[src/rtl/pmc_pkg.sv]
// Shared definitions for the graded power-state sequencer.
// Assumes the shutdown ladder has six cumulative steps; a "level" is the
// number of steps currently applied (0 = fully on).
package pmc_pkg;
    localparam int NUM_STEPS = 6;
    localparam int LVL_W     = $clog2(NUM_STEPS + 1);

    typedef logic [LVL_W-1:0] lvl_t;

    typedef enum logic [1:0] {
        MODE_ACTIVE = 2'd0,
        MODE_DOZE   = 2'd1,
        MODE_NAP    = 2'd2,
        MODE_SLEEP  = 2'd3
    } pmode_e;

    typedef enum logic [1:0] {
        SEQ_IDLE,
        SEQ_ENTER,
        SEQ_EXIT,
        SEQ_WAIT
    } seq_st_e;

    // Step positions on the ladder (index = level before the step is applied)
    localparam int STEP_CORE   = 0;
    localparam int STEP_SNOOP  = 1;
    localparam int STEP_BUS    = 2;
    localparam int STEP_PLL    = 3;
    localparam int STEP_VLOW   = 4;
    localparam int STEP_SWITCH = 5;

    localparam lvl_t LVL_ONE     = lvl_t'(1);
    localparam lvl_t LVL_DOZE    = lvl_t'(STEP_CORE + 1);
    localparam lvl_t LVL_PLL_OFF = lvl_t'(STEP_PLL + 1);
    localparam lvl_t LVL_NAP     = lvl_t'(STEP_VLOW + 1);
    localparam lvl_t LVL_SLEEP   = lvl_t'(STEP_SWITCH + 1);

    function automatic lvl_t mode_to_lvl(pmode_e m);
        case (m)
            MODE_DOZE:  return LVL_DOZE;
            MODE_NAP:   return LVL_NAP;
            MODE_SLEEP: return LVL_SLEEP;
            default:    return '0;
        endcase
    endfunction

    function automatic pmode_e lvl_to_mode(lvl_t l);
        if (l >= LVL_SLEEP)     return MODE_SLEEP;
        else if (l >= LVL_NAP)  return MODE_NAP;
        else if (l >= LVL_DOZE) return MODE_DOZE;
        else                    return MODE_ACTIVE;
    endfunction
endpackage

[src/rtl/pmc_wait_timer.sv]
// Down-counting wait timer for supply settle and PLL relock windows.
// Assumes start is a one-cycle pulse; done is high in the final busy cycle.
module pmc_wait_timer #(
    parameter int CNT_W = 8
) (
    input  logic             clk,
    input  logic             rst_n,
    input  logic             start,
    input  logic [CNT_W-1:0] load_val,
    output logic             busy,
    output logic             done
);
    localparam logic [CNT_W-1:0] CNT_ONE = CNT_W'(1);

    logic [CNT_W-1:0] cnt;

    // Load on start, then count down to zero and release
    always_ff @(posedge clk) begin
        if (!rst_n) begin
            cnt  <= '0;
            busy <= 1'b0;
        end else if (start) begin
            cnt  <= load_val;
            busy <= 1'b1;
        end else if (busy) begin
            if (cnt == '0) busy <= 1'b0;
            else           cnt  <= cnt - CNT_ONE;
        end
    end

    // Final cycle of the window
    always_comb done = busy && (cnt == '0);
endmodule

[src/rtl/pmc_step_seq.sv]
// Ladder sequencer: walks the shutdown level one step per clock toward the
// target, pausing in WAIT after supply-restore and PLL re-enable steps.
// Assumes req_lvl is only sampled at rest; wake forces the target to zero.
module pmc_step_seq
    import pmc_pkg::*;
(
    input  logic clk,
    input  logic rst_n,
    input  lvl_t req_lvl,
    input  logic wake,
    input  logic tmr_done,
    output lvl_t lvl,
    output logic busy,
    output logic tmr_start,
    output logic tmr_use_lock
);
    seq_st_e st;
    lvl_t    tgt;
    lvl_t    tgt_eff;

    // Effective target and wait-timer launch decode
    always_comb begin
        tgt_eff      = wake ? '0 : tgt;
        tmr_start    = (st == SEQ_EXIT) && (lvl >= LVL_PLL_OFF);
        tmr_use_lock = (lvl == LVL_PLL_OFF);
        busy         = (st != SEQ_IDLE);
    end

    // Sequencer state, level and target registers
    always_ff @(posedge clk) begin
        if (!rst_n) begin
            st  <= SEQ_IDLE;
            lvl <= '0;
            tgt <= '0;
        end else begin
            case (st)
                SEQ_IDLE: begin
                    if (wake) begin
                        tgt <= '0;
                        if (lvl != '0) st <= SEQ_EXIT;
                    end else if (req_lvl > lvl) begin
                        tgt <= req_lvl;
                        st  <= SEQ_ENTER;
                    end else if (req_lvl < lvl) begin
                        tgt <= req_lvl;
                        st  <= SEQ_EXIT;
                    end
                end
                SEQ_ENTER: begin
                    if (wake) begin
                        tgt <= '0;
                        st  <= (lvl == '0) ? SEQ_IDLE : SEQ_EXIT;
                    end else begin
                        lvl <= lvl + LVL_ONE;
                        if (lvl + LVL_ONE == tgt) st <= SEQ_IDLE;
                    end
                end
                SEQ_EXIT: begin
                    tgt <= tgt_eff;
                    if (lvl == '0) begin
                        st <= SEQ_IDLE;
                    end else begin
                        lvl <= lvl - LVL_ONE;
                        if (tmr_start)                   st <= SEQ_WAIT;
                        else if (lvl - LVL_ONE == tgt_eff) st <= SEQ_IDLE;
                    end
                end
                SEQ_WAIT: begin
                    tgt <= tgt_eff;
                    if (tmr_done) st <= (lvl == tgt_eff) ? SEQ_IDLE : SEQ_EXIT;
                end
                default: st <= SEQ_IDLE;
            endcase
        end
    end

    AST_ONE_STEP: assert property (@(posedge clk) disable iff (!rst_n)
        (lvl == $past(lvl)) || (lvl == $past(lvl) + LVL_ONE) || ($past(lvl) == lvl + LVL_ONE));
    AST_LVL_RANGE: assert property (@(posedge clk) disable iff (!rst_n)
        lvl <= LVL_SLEEP);
endmodule

[src/rtl/pmc_out_decode.sv]
// Turns the ladder level into the six power controls and status outputs.
// Assumes a step is applied when the level exceeds its ladder index.
module pmc_out_decode
    import pmc_pkg::*;
(
    input  lvl_t       lvl,
    input  logic       busy,
    output logic       core_clk_en,
    output logic       bus_clk_en,
    output logic       pll_en,
    output logic       snoop_en,
    output logic       vlow_sel,
    output logic       pwr_sw_en,
    output logic [1:0] cur_mode,
    output logic       ready
);
    logic [NUM_STEPS-1:0] applied;

    for (genvar i = 0; i < NUM_STEPS; i++) begin : g_step
        assign applied[i] = (lvl > lvl_t'(i));
    end

    // Map applied steps onto the individual controls and status
    always_comb begin
        core_clk_en = !applied[STEP_CORE];
        snoop_en    = !applied[STEP_SNOOP];
        bus_clk_en  = !applied[STEP_BUS];
        pll_en      = !applied[STEP_PLL];
        vlow_sel    =  applied[STEP_VLOW];
        pwr_sw_en   = !applied[STEP_SWITCH];
        cur_mode    = lvl_to_mode(lvl);
        ready       = (applied == '0) && !busy;
    end
endmodule

[src/rtl/pwr_mode_ctrl.sv]
// Graded power-state controller top: sequencer, wait timer, output decode.
// Assumes settle_cycles and lock_cycles are stable when a wait begins.
module pwr_mode_ctrl
    import pmc_pkg::*;
#(
    parameter int CNT_W = 8
) (
    input  logic             clk,
    input  logic             rst_n,
    input  logic [1:0]       req_mode,
    input  logic             wake,
    input  logic [CNT_W-1:0] settle_cycles,
    input  logic [CNT_W-1:0] lock_cycles,
    output logic             core_clk_en,
    output logic             bus_clk_en,
    output logic             pll_en,
    output logic             snoop_en,
    output logic             vlow_sel,
    output logic             pwr_sw_en,
    output logic [1:0]       cur_mode,
    output logic             ready
);
    lvl_t             lvl;
    lvl_t             req_lvl;
    logic             seq_busy;
    logic             tmr_start;
    logic             tmr_use_lock;
    logic             tmr_busy;
    logic             tmr_done;
    logic [CNT_W-1:0] tmr_val;

    // Requested level and wait-window length selection
    always_comb begin
        req_lvl = mode_to_lvl(pmode_e'(req_mode));
        tmr_val = tmr_use_lock ? lock_cycles : settle_cycles;
    end

    pmc_step_seq u_seq (
        .clk          (clk),
        .rst_n        (rst_n),
        .req_lvl      (req_lvl),
        .wake         (wake),
        .tmr_done     (tmr_done),
        .lvl          (lvl),
        .busy         (seq_busy),
        .tmr_start    (tmr_start),
        .tmr_use_lock (tmr_use_lock)
    );

    pmc_wait_timer #(.CNT_W(CNT_W)) u_tmr (
        .clk      (clk),
        .rst_n    (rst_n),
        .start    (tmr_start),
        .load_val (tmr_val),
        .busy     (tmr_busy),
        .done     (tmr_done)
    );

    pmc_out_decode u_dec (
        .lvl         (lvl),
        .busy        (seq_busy),
        .core_clk_en (core_clk_en),
        .bus_clk_en  (bus_clk_en),
        .pll_en      (pll_en),
        .snoop_en    (snoop_en),
        .vlow_sel    (vlow_sel),
        .pwr_sw_en   (pwr_sw_en),
        .cur_mode    (cur_mode),
        .ready       (ready)
    );

    AST_LOCK_BEFORE_CLK: assert property (@(posedge clk) disable iff (!rst_n)
        !pll_en |-> (!bus_clk_en && !core_clk_en && !snoop_en));
    AST_SUPPLY_LAST: assert property (@(posedge clk) disable iff (!rst_n)
        !pwr_sw_en |-> (vlow_sel && !pll_en));
    AST_WAIT_FROZEN: assert property (@(posedge clk) disable iff (!rst_n)
        tmr_busy |=> $stable({core_clk_en, snoop_en, bus_clk_en, pll_en, vlow_sel, pwr_sw_en}));
    AST_READY_FULL: assert property (@(posedge clk) disable iff (!rst_n)
        ready |-> (core_clk_en && bus_clk_en && pll_en && snoop_en && pwr_sw_en && !vlow_sel
                   && cur_mode == 2'd0));
    AST_WAKE_NO_ENTRY: assert property (@(posedge clk) disable iff (!rst_n)
        (ready && wake) |=> ready);
endmodule

[config.mk]
export PLATFORM = sky130hd
export DESIGN_NAME = pwr_mode_ctrl
export DESIGN_NICKNAME = d
export VERILOG_FILES = /design/src/rtl/pmc_pkg.sv /design/src/rtl/pmc_wait_timer.sv /design/src/rtl/pmc_step_seq.sv /design/src/rtl/pmc_out_decode.sv /design/src/rtl/pwr_mode_ctrl.sv
export SDC_FILE = /design/constraint.sdc
export NUM_CORES = 1
export LEC_CHECK = 0
export ABC_AREA = 1
export CAP_MARGIN = 15
export CORE_ASPECT_RATIO = 0.6
export CORE_MARGIN = 2
export CORE_UTILIZATION = 57
export CTS_CLUSTER_SIZE = 30
export DETAILED_ROUTE_END_ITERATION = 10
export DONT_BUFFER_PORTS = 1
export GPL_TIMING_DRIVEN = 0
export PLACE_DENSITY = 0.75
export SYNTH_ARGS = -nofsm -noshare
export SYNTH_HDL_FRONTEND = slang
export SYNTH_SLANG_ARGS = --single-unit
export TNS_END_PERCENT = 30
[constraint.sdc]
create_clock -name clk -period 1.63 [get_ports clk]
set_input_delay 0 -clock clk [delete_from_list [all_inputs] [get_ports clk]]
set_output_delay 0 -clock clk [all_outputs]
set_load 0.02 [all_outputs]
Yosys cells after proc, flatten, opt, wreduce, memory -nomap -nowiden
Index checks and enable logic that the tools add are counted.

cells by class
  add/sub/neg operators = 3
  $mul = 0
  divide/modulo/power cells = 0
  $lt $le $gt $ge = 12
  equality and inequality tests = 18
  shift-type cells = 0
  muxes and demuxes = 32
  bitwise operators = 0
  reductions and logical operators = 21

operators by type and width
  kind                                                                      count
  8-bit two-way mux                                                         4
  2-bit two-way mux                                                         14
  3-bit two-way mux                                                         6
  3-bit one-hot mux with 2 select lines                                     2
  3-bit equality test                                                       3
  3-bit greater-or-equal comparator (second input constant)                 3
  3-bit one-hot mux with 3 select lines                                     1
  2-bit equality test (second input constant)                               4
  8-bit logical NOT                                                         1
  2-bit inequality test (second input constant)                             4
  2-bit one-hot mux with 4 select lines                                     1
  8-bit by 1-bit subtractor with 8-bit output (second input constant)       1
  3-bit by 1-bit > comparator with 1-bit output (second input constant)     2
  3-bit by 2-bit > comparator with 1-bit output (second input constant)     2
  3-bit > comparator (second input constant)                                2
  1-bit logical NOT                                                         6
  6-bit logical NOT                                                         1
  3-bit by 2-bit inequality test with 1-bit output (second input constant)  2
  2-bit nonzero test                                                        3
  5-bit AND reduction                                                       1
  2-bit by 1-bit equality test with 1-bit output (second input constant)    2
  1-bit two-way mux                                                         4
  4-bit by 2-bit inequality test with 1-bit output (second input constant)  1
  4-bit inequality test (second input constant)                             1
  other kinds (13)                                                          15

word-level totals
  register bits = 17
  latch bits = 0
  memory bits (writable) = 0
  bits in read-only memories = 0
  logic and storage cells = 91
  memories = 0

Longest topological paths before layout
Gate-level depths: netlist of run 1.

  depth after elaboration = 7
  depth in mapped cells = 14
  mapped depth without buffers = 13

Hierarchy
From an unflattened synthesis of run 1, not the netlist that was laid out.

second synthesis, totals
  cell total of the unflattened synthesis = 277
  area, all modules = 1617.8 um^2

by module, submodules not included
  module          instances  cells an instance  area each (um^2)  sequential area each (um^2)
  pmc_step_seq    1          134                788.3             160.2
  pmc_wait_timer  1          98                 623.1             180.2
  pwr_mode_ctrl   1          31                 143.9             0.0
  pmc_out_decode  1          14                 62.6              0.0

Worst setup path before layout of run 1
Ideal clock, no wire load.

  path type = register to register
  from = register u_seq.lvl[0]
  to = register u_seq.st[0]
  arrival = 1622 ps
  data required time = 1518 ps
  path slack = -104 ps
  stages on the path, launching flop included = 14
  path buffers = 1
  period minus slack after synthesis = 1734 ps
  path through = dfxtp_1 buf_2 inv_1 ha_1 nand2_1 nand2_1 nor2_1 nand2_1 nand2_1 inv_1 nor2_1 nand3_1 nor2_1 nor2_1

on the way
  longest elaborated chain between the ends = 5
  elaborated cells between the ends (all ways) = 20

ends and longest elaborated chain
  item                                                                                 line                RTL
  from (decl)                                                                          pmc_step_seq.sv:12  output lvl_t lvl,
  from (signal assigned)                                                               pmc_step_seq.sv:54  lvl <= lvl + LVL_ONE;
  from (signal assigned)                                                               pmc_step_seq.sv:63  lvl <= lvl - LVL_ONE;
  branches (longest 5 deep; another with 3-bit by 1-bit subtractor with 3-bit output)  n/a
  to (signal assigned)                                                                 pmc_step_seq.sv:52  st <= (lvl == '0) ? SEQ_IDLE : SEQ_EXIT;
  to (signal assigned)                                                                 pmc_step_seq.sv:70  if (tmr_done) st <= (lvl == tgt_eff) ? SEQ_IDLE : SEQ_EXIT;
  to (decl)                                                                            pmc_step_seq.sv:17  seq_st_e st;

Parallel ways; which one is timed is not known.
A chain may end at the register's enable or synchronous reset.

Worst setup path after layout of run 1
  from = register u_seq.lvl[0]
  to = output ready

on the way
  longest elaborated chain between the ends = 3
  elaborated cells between the ends (all ways) = 8

ends and longest elaborated chain
  item                                                                         line                  RTL
  3-bit by 1-bit > comparator with 1-bit output, or another cell as far along  pmc_out_decode.sv:20  assign applied[i] = (lvl > lvl_t'(i));
  6-bit logical NOT *                                                          pmc_out_decode.sv:32  ready = (applied == '0) && !busy;
  1-bit logical AND *                                                          pmc_out_decode.sv:32
  to (decl)                                                                    pwr_mode_ctrl.sv:21   output logic ready

Every way passes the cells marked *; elsewhere a longest branch is shown, timed or not.

==> impl_metrics.toml, run 1 <==
[run_status]
status = "finished with violations"
violations = "negative setup slack"

[yosys]
synth_cell_types = 30
syn_nets = 287
synthTopCellsByArea = "dfxtp_1 22%, nand2_1 14%, nor2_1 9.6%"
synth_cells = 255
ys_seq_area_share_pct = 21.9
avgSynthCellArea_sq_um = 6.10
synth_top_area_share_pct = 21.9
yosysWarnings = 0
syn_area_sq_um = 1560
yosysTopAreaCell = "dfxtp_1"
synth_seq_cells = 17

[timing]
min_period_ps = 1760
worst_pin_slew_ps = 427
clock.fmax_mhz = 568
rsz0062_at_grt = "true"
slew_headroom_pct = 71.3
drv_slew = 0
holdWs_ps = 39.5
finalSetupTns_ps = -421
final-setup-viol-count = 7
finalWorstSetupSlack_ps = -130
skew_ps = 1.59
fin_crit_sh_pct = 108
hold_viol = 0

[routing]
drtAntennaViolNets = 0
wl_per_cell_um = 15.9
drc_errors = 0
vias_per_cell = 5.80
vias = 1827
drtIter0Drc = 214
firstDrtPassIters = 7
finalWirelength_mm = 5.01

[power_and_ir_drop]
p_switching_mw = 2.05
powerDensity_nw_per_um2 = 1890
sw_frac_of_total_pct = 52.8
seq_power_share_pct = 16.9
power.leakage_nw = 0.973
comb_power_share_pct = 74.9
p_clk_share_pct = 8.2
p_int_mw = 1.84
irDropWorstVdd_mv = 1.18

[critical_path]
critical_path_class = "register to primary output"
reg2reg_to = "u_seq.st[1]$_SDFFE_PN0P_"
reg2reg_from = "u_seq.lvl[1]$_SDFFE_PN0P_"
reg2reg_setup_slack_ps = -130
critical_path.max_fanout = 4
end_kind = "primary output"
cp-start-kind = "register"
cp_data_arrival_time_ps = 1760
worstRegToRegCells = 12
crit_required_ps = 1630

[finish]
multi_input_area_sq_um = 1210
num_antenna_cells = 0
seqCellArea_sq_um = 349
fill_cells = 171
nNetsFinal = 316
drive_above_1_share_pct = 32.5
instances_no_fill = 315
area_growth_pct = 31.8

[global_route]
grt-busiest-layer = "met2"
grt_util_met2_pct = 45.7
track_usage_pct = 30.3
grt_max_degree = 11
use_met3_pct = 6.83
grt_pass1_wl_mm = 7.31
grt_overflow = 0
antenna_found_initial = 0
use_met1_pct = 44.9
grt_pass1_vias = 1551

[cts]
clockRootBuffer = "clkbuf_8"
clkLatencyLatePin_ps = 250
tritoncts = "yes"
clk_pin_slew_ps = 70
clkSinkCount = 17
htreeDepth = 1
numCtsBuffers = 3
clock_path_buffers = 2

[placed_design]
dpl.hpwl_mm = 3.06
gp_congestion = 0.864
dp.cells = 287
pre_cts_slack_ps = -257
io_buffers = 0

[worst_hold_path]
hold_depth = 3
worstHoldStart = "wake"
min_to = "u_seq.tgt[1]$_SDFFE_PN0P_"
min_path_type = "primary input to register"

[run]
drv_cap = 0

[floorplan]
die_area_sq_um = 3180
num_rows = 14
start_util_pct = 60.9
core-area_sq_um = 2560
io_pins = 30
die_x_um = 71.5
dieHeight_um = 44.5
-- final cells by class --
type,instances,share of cell area [%]
buffer,4,2.07
clock buffer,4,2.20
inverter,36,7.38
multi-input combinational,198,59.0
sequential,17,17.0
tap,32,1.95
timing repair buffer,24,10.4
-- power by group through the flow --
stage               Sequential, mW  Combinational (mW)  Clock (mW)
floorplan                    0.619                1.57           0
global placement             0.649                1.88           0
detailed placement           0.649                1.89           0
CTS                          0.640                2.53       0.323
global route                 0.666                3.13       0.349
finish                       0.656                2.91       0.320
-- cell usage in the layout (no fill, tap or decap), types with 6 or more instances in the layout --
cell type,count
nor2_1,34
nor2_2,6
nand2_2,14
inv_2,8
nor2_4,7
inv_1,22
a21oi_1,9
o21ai_0,16
buf_4,17
dfxtp_1,14
buf_6,6
nand2_1,52
nand3_1,18
-- per-layer routing --
layer	wire [um]	part of all wire [%]
met5	0	0
met4	72	1.4
met3	600	12
met2	2150	43
met1	2190	44
-- registers in the layout (all words and copies together) (netlist names) --
signal / count
u_tmr.busy: 1
u_seq.tgt: 3
u_seq.st: 2
u_tmr.cnt: 8
u_seq.lvl: 3
-- worst max-delay path, cell delays in order (launching register included) --
cell,delay (ps)
dfxtp_4,360
buf_8,120
clkinvlp_4,110
buf_4,130
buf_6,80
ha_1,150
nor2_2,60
nor2_4,160
nand4_1,170
nor2_4,180
-- what timing repair did --
action / 4_1_cts / 5_1_grt
gates cloned: 0 / 0
pin swaps: 15 / 18
hold buffers: 2 / 0
setup endpoints to repair: 5 / 18
hold endpoints to repair: 7 / 0
resized for setup: 33 / 27
buffers inserted: 18 / 4
-- through the flow --
stage | util (%) | total power [mW] | area, sq um
global placement | 62.8 | 2.53 | 1610
detailed placement | 62.8 | 2.54 | 1610
floorplan | - | 2.19 | 1570
global route | 80.2 | 4.15 | 2050
CTS | 75.9 | 3.49 | 1940
finish | 80.2 | 3.89 | 2050
-- synthesized netlist by cell type --
master    instances
xor2_1            3
nand3_1          19
nand4_1           1
o22ai_1           2
a31oi_1           1
dfxtp_1          17
nand2_4           2
a22oi_1           1
buf_6             2
nor2_2            4
inv_1            32
nand2_1          59
o21ai_1           1
nor2_1           40
o211ai_1          1
o21ai_0          20
nor2_4            3
ha_1             11
inv_2             3
clkinv_2          1
a311oi_1          1
nand2_2           8
xnor2_1           1
a21oi_1          14
a21oi_4           1
a21boi_0          1
nand3_2           1
buf_2             2
a21oi_2           1
nor3_1            2
-- how the worst max path moves through the flow --
stage / start / to / slack (ps) / cells past startpoint
floorplan: u_seq.lvl[0]$_SDFFE_PN0P_ / u_seq.st[0]$_SDFFE_PN0P_ / 1 / 13
global placement: u_seq.lvl[0]$_SDFFE_PN0P_ / u_seq.st[1]$_SDFFE_PN0P_ / -260 / 12
detailed placement: u_seq.lvl[0]$_SDFFE_PN0P_ / u_seq.st[1]$_SDFFE_PN0P_ / -260 / 12
CTS: u_seq.lvl[1]$_SDFFE_PN0P_ / u_seq.st[0]$_SDFFE_PN0P_ / -50 / 12
global route: u_seq.lvl[0]$_SDFFE_PN0P_ / u_seq.st[1]$_SDFFE_PN0P_ / -210 / 13
finish: u_seq.lvl[0]$_SDFFE_PN0P_ / ready / -130 / 9
-- cell families (layout without fill, tap and decap cells) --
| family | after synthesis | in the layout | share of synthesized area (%) |
|---|---|---|---|
| compound gates | 44 | 44 | 16.1 |
| xor+xnor | 4 | 4 | 2.25 |
| fa+ha+maj | 11 | 11 | 8.84 |
| buf+inv | 40 | 68 | 10.9 |
| flops | 17 | 17 | 21.9 |
| simple gates | 139 | 139 | 40.1 |
No activity file was read; power rests on OpenSTA's default activity.
==> run 2: changes to the inputs <==
--- a/config.mk
+++ b/config.mk
@@ -17,5 +17,6 @@
 export PLACE_DENSITY = 0.75
 export SYNTH_ARGS = -nofsm -noshare
 export SYNTH_HDL_FRONTEND = slang
+export SYNTH_HIERARCHICAL = 1
 export SYNTH_SLANG_ARGS = --single-unit
 export TNS_END_PERCENT = 30
==> impl_metrics.toml, run 2 <==
[worst_hold_path]
hold_depth = 2
min_to = "u_seq/st[0]$_SDFFE_PN0P_"
min_path_type = "primary input to register"
worstHoldStart = "rst_n"

[critical_path]
slowest_delay_ps = 360
critical_path_class = "register to register"
end_kind = "register"
cp_data_arrival_time_ps = 1770
crit_chain = "inv_2, nor2_4, inv_2, nor2_4, buf_6, clkinvlp_4, nand2_4, clkinv_4, nand2_1, a21oi_1"
reg2reg_setup_slack_ps = 4
crit_required_ps = 1780
reg2reg_from = "u_seq/st[1]$_SDFFE_PN0P_"
cp_num_buf_inv = 5
cp-start-kind = "register"
worstRegToRegCells = 10
slowest_stage = "dfxtp_4"
critical_path.max_fanout = 8
critical_path.top_delay_family = "buffers and inverters"
reg2reg_to = "u_tmr/cnt[3]$_SDFFE_PN0P_"

[yosys]
synth_cells = 277
synth_edf_count = 0
synth_common_cells = "94 x nand2_1, 36 x inv_1, 34 x nor2_1, 22 x nand3_1, 17 x dfxtp_1"
synth_top_area_share_pct = 21.8
yosysTopAreaCell = "nand2_1"
synth_cell_types = 30
syn_area_sq_um = 1620
yosysWarnings = 6
synth.most_common_cell = "nand2_1"
avgSynthCellArea_sq_um = 5.84
synthTopCellsByArea = "nand2_1 22%, dfxtp_1 21%, inv_1 8.4%"
synthFlopType = "dfxtp_1"
async_reset_ff_share_pct = 0
syn_nets = 308
synth_seq_cells = 17
ys_seq_area_share_pct = 21.0

[timing]
fin_crit_sh_pct = 99.8
clock.fmax_mhz = 615
min_period_ps = 1630
hold_viol = 11
slew_headroom_pct = 70.4
finalSetupTns_ps = 0
drv_slew = 0
rsz0062_at_grt = "true"
skew_ps = 5.55
holdWs_ps = -159
worst_pin_slew_ps = 445
final-setup-viol-count = 0

[finish]
num_antenna_cells = 0
multi_input_area_sq_um = 1230
seqCellArea_sq_um = 359
layout_common_cells = "89 x nand2_1, 27 x nor2_1, 26 x inv_1, 21 x nand3_1"
largest_reg_flops = 8
mostFrequentLayoutCell = "nand2_1"
area_growth_pct = 23.4
nNetsFinal = 328
regMostFlops = "u_tmr/cnt"
largestRegisters = "u_tmr/cnt: 8 flops, u_seq/lvl: 3 flops, u_seq/tgt: 3 flops"
drive_above_1_share_pct = 28.7
fill_cells = 206

[cts]
clock_path_buffers = 2
tritoncts = "yes"
clockRootBuffer = "clkbuf_8"
clkSinkCount = 17
clkLatencyLatePin_ps = 260
clk_pin_slew_ps = 70
htreeDepth = 1
ctsHoldBuffers = 2
numCtsBuffers = 3

[power_and_ir_drop]
power.leakage_nw = 0.972
power_mw = 3.26
powerDensity_nw_per_um2 = 1630
irDropWorstVdd_mv = 1.10

[routing]
drc_errors = 0
vias = 1803
drtAntennaViolNets = 0
wl_per_cell_um = 13.9
drtIter0Drc = 236
firstDrtPassIters = 5
finalWirelength_mm = 4.55
vias_per_cell = 5.50

[global_route]
grt_overflow = 0
antenna_found_initial = 0
grt_pass1_vias = 1345
track_usage_pct = 26.7
grt_pass1_wl_mm = 6.47
grt_max_degree = 13

[run_status]
status = "finished with violations"
violations = "negative hold slack"

[floorplan]
die_area_sq_um = 3290
core-area_sq_um = 2590
num_rows = 14
start_util_pct = 62.4
dieHeight_um = 45.3
io_pins = 30
die_x_um = 72.8

[placed_design]
dpl.hpwl_mm = 3.08
io_buffers = 0
gp_congestion = 0.927

[run]
drv_cap = 0
run 2: worst max path at each step:
| stage | from | to | cells past startpoint |
|---|---|---|---|
| floorplan | u_seq/lvl[2]$_SDFFE_PN0P_ | u_seq/st[0]$_SDFFE_PN0P_ | 8 |
| global placement | u_seq/st[1]$_SDFFE_PN0P_ | u_tmr/cnt[4]$_SDFFE_PN0P_ | 8 |
| detailed placement | u_seq/lvl[0]$_SDFFE_PN0P_ | u_seq/st[1]$_SDFFE_PN0P_ | 11 |
| CTS | u_tmr/cnt[0]$_SDFFE_PN0P_ | u_seq/st[1]$_SDFFE_PN0P_ | 13 |
| global route | u_seq/st[1]$_SDFFE_PN0P_ | u_tmr/cnt[3]$_SDFFE_PN0P_ | 10 |
| finish | u_seq/st[1]$_SDFFE_PN0P_ | u_tmr/cnt[3]$_SDFFE_PN0P_ | 10 |
run 2: power by group:
| part | leakage [nW] | internal, mW | switching, mW |
|---|---|---|---|
| logic | 0.804 | 0.823 | 1.42 |
| clock network | 0.0255 | 0.170 | 0.162 |
| registers | 0.142 | 0.529 | 0.157 |
| total | 0.972 | 1.52 | 1.74 |
run 2: cell families (layout without fill, tap and decap cells):
family                     Yosys count  in the layout  synth area share (%)
AOI/OAI and AO/OA                   31             31                  11.5
xor gates and xnor gates             2              2                  1.08
adders and majority gates           10             10                  7.73
buffers and inverters               43             62                  11.0
DFF                                 17             17                  21.0
and+or+nand+nor                    174            174                  47.6
run 2: through the flow:
step / area [sq um] / setup slack (ps) / std cells / utilization (%)
after global routing: 2000 / -53.8 / 328 / 77.0
after CTS: 1810 / 6.98 / 318 / 70.0
after detailed placement: 1660 / -285 / 309 / 64.0
after global placement: 1660 / -316 / 309 / 64.0
final: 2000 / 3.87 / 328 / 77.0
after floorplan: 1620 / 9.98 / 277 / -
run 2: per-layer routing:
metal	part of all wire [%]	GRT usage, %	vias to the layer above
met3	13	6.92	8
met2	39	32.4	110
met5	0	0	-
met1	48	44.7	773
li1	-	-	912
met4	0.75	4.44	0
run 2: final cells by class:
class	instances	share of cell area [%]
buffer	2	1.13
clock buffer	3	2.07
clock inverter	1	0.251
inverter	41	9.02
multi-input combinational	217	61.7
sequential	17	18.0
tap	32	2.01
timing repair buffer	15	5.89
run 2: what timing repair did:
action | CTS | global route
gates resized for setup | 21 | 33
setup endpoints to repair | 16 | 11
pin swaps | 1 | 12
hold endpoints to repair | 14 | 11
buffers inserted | 3 | 10
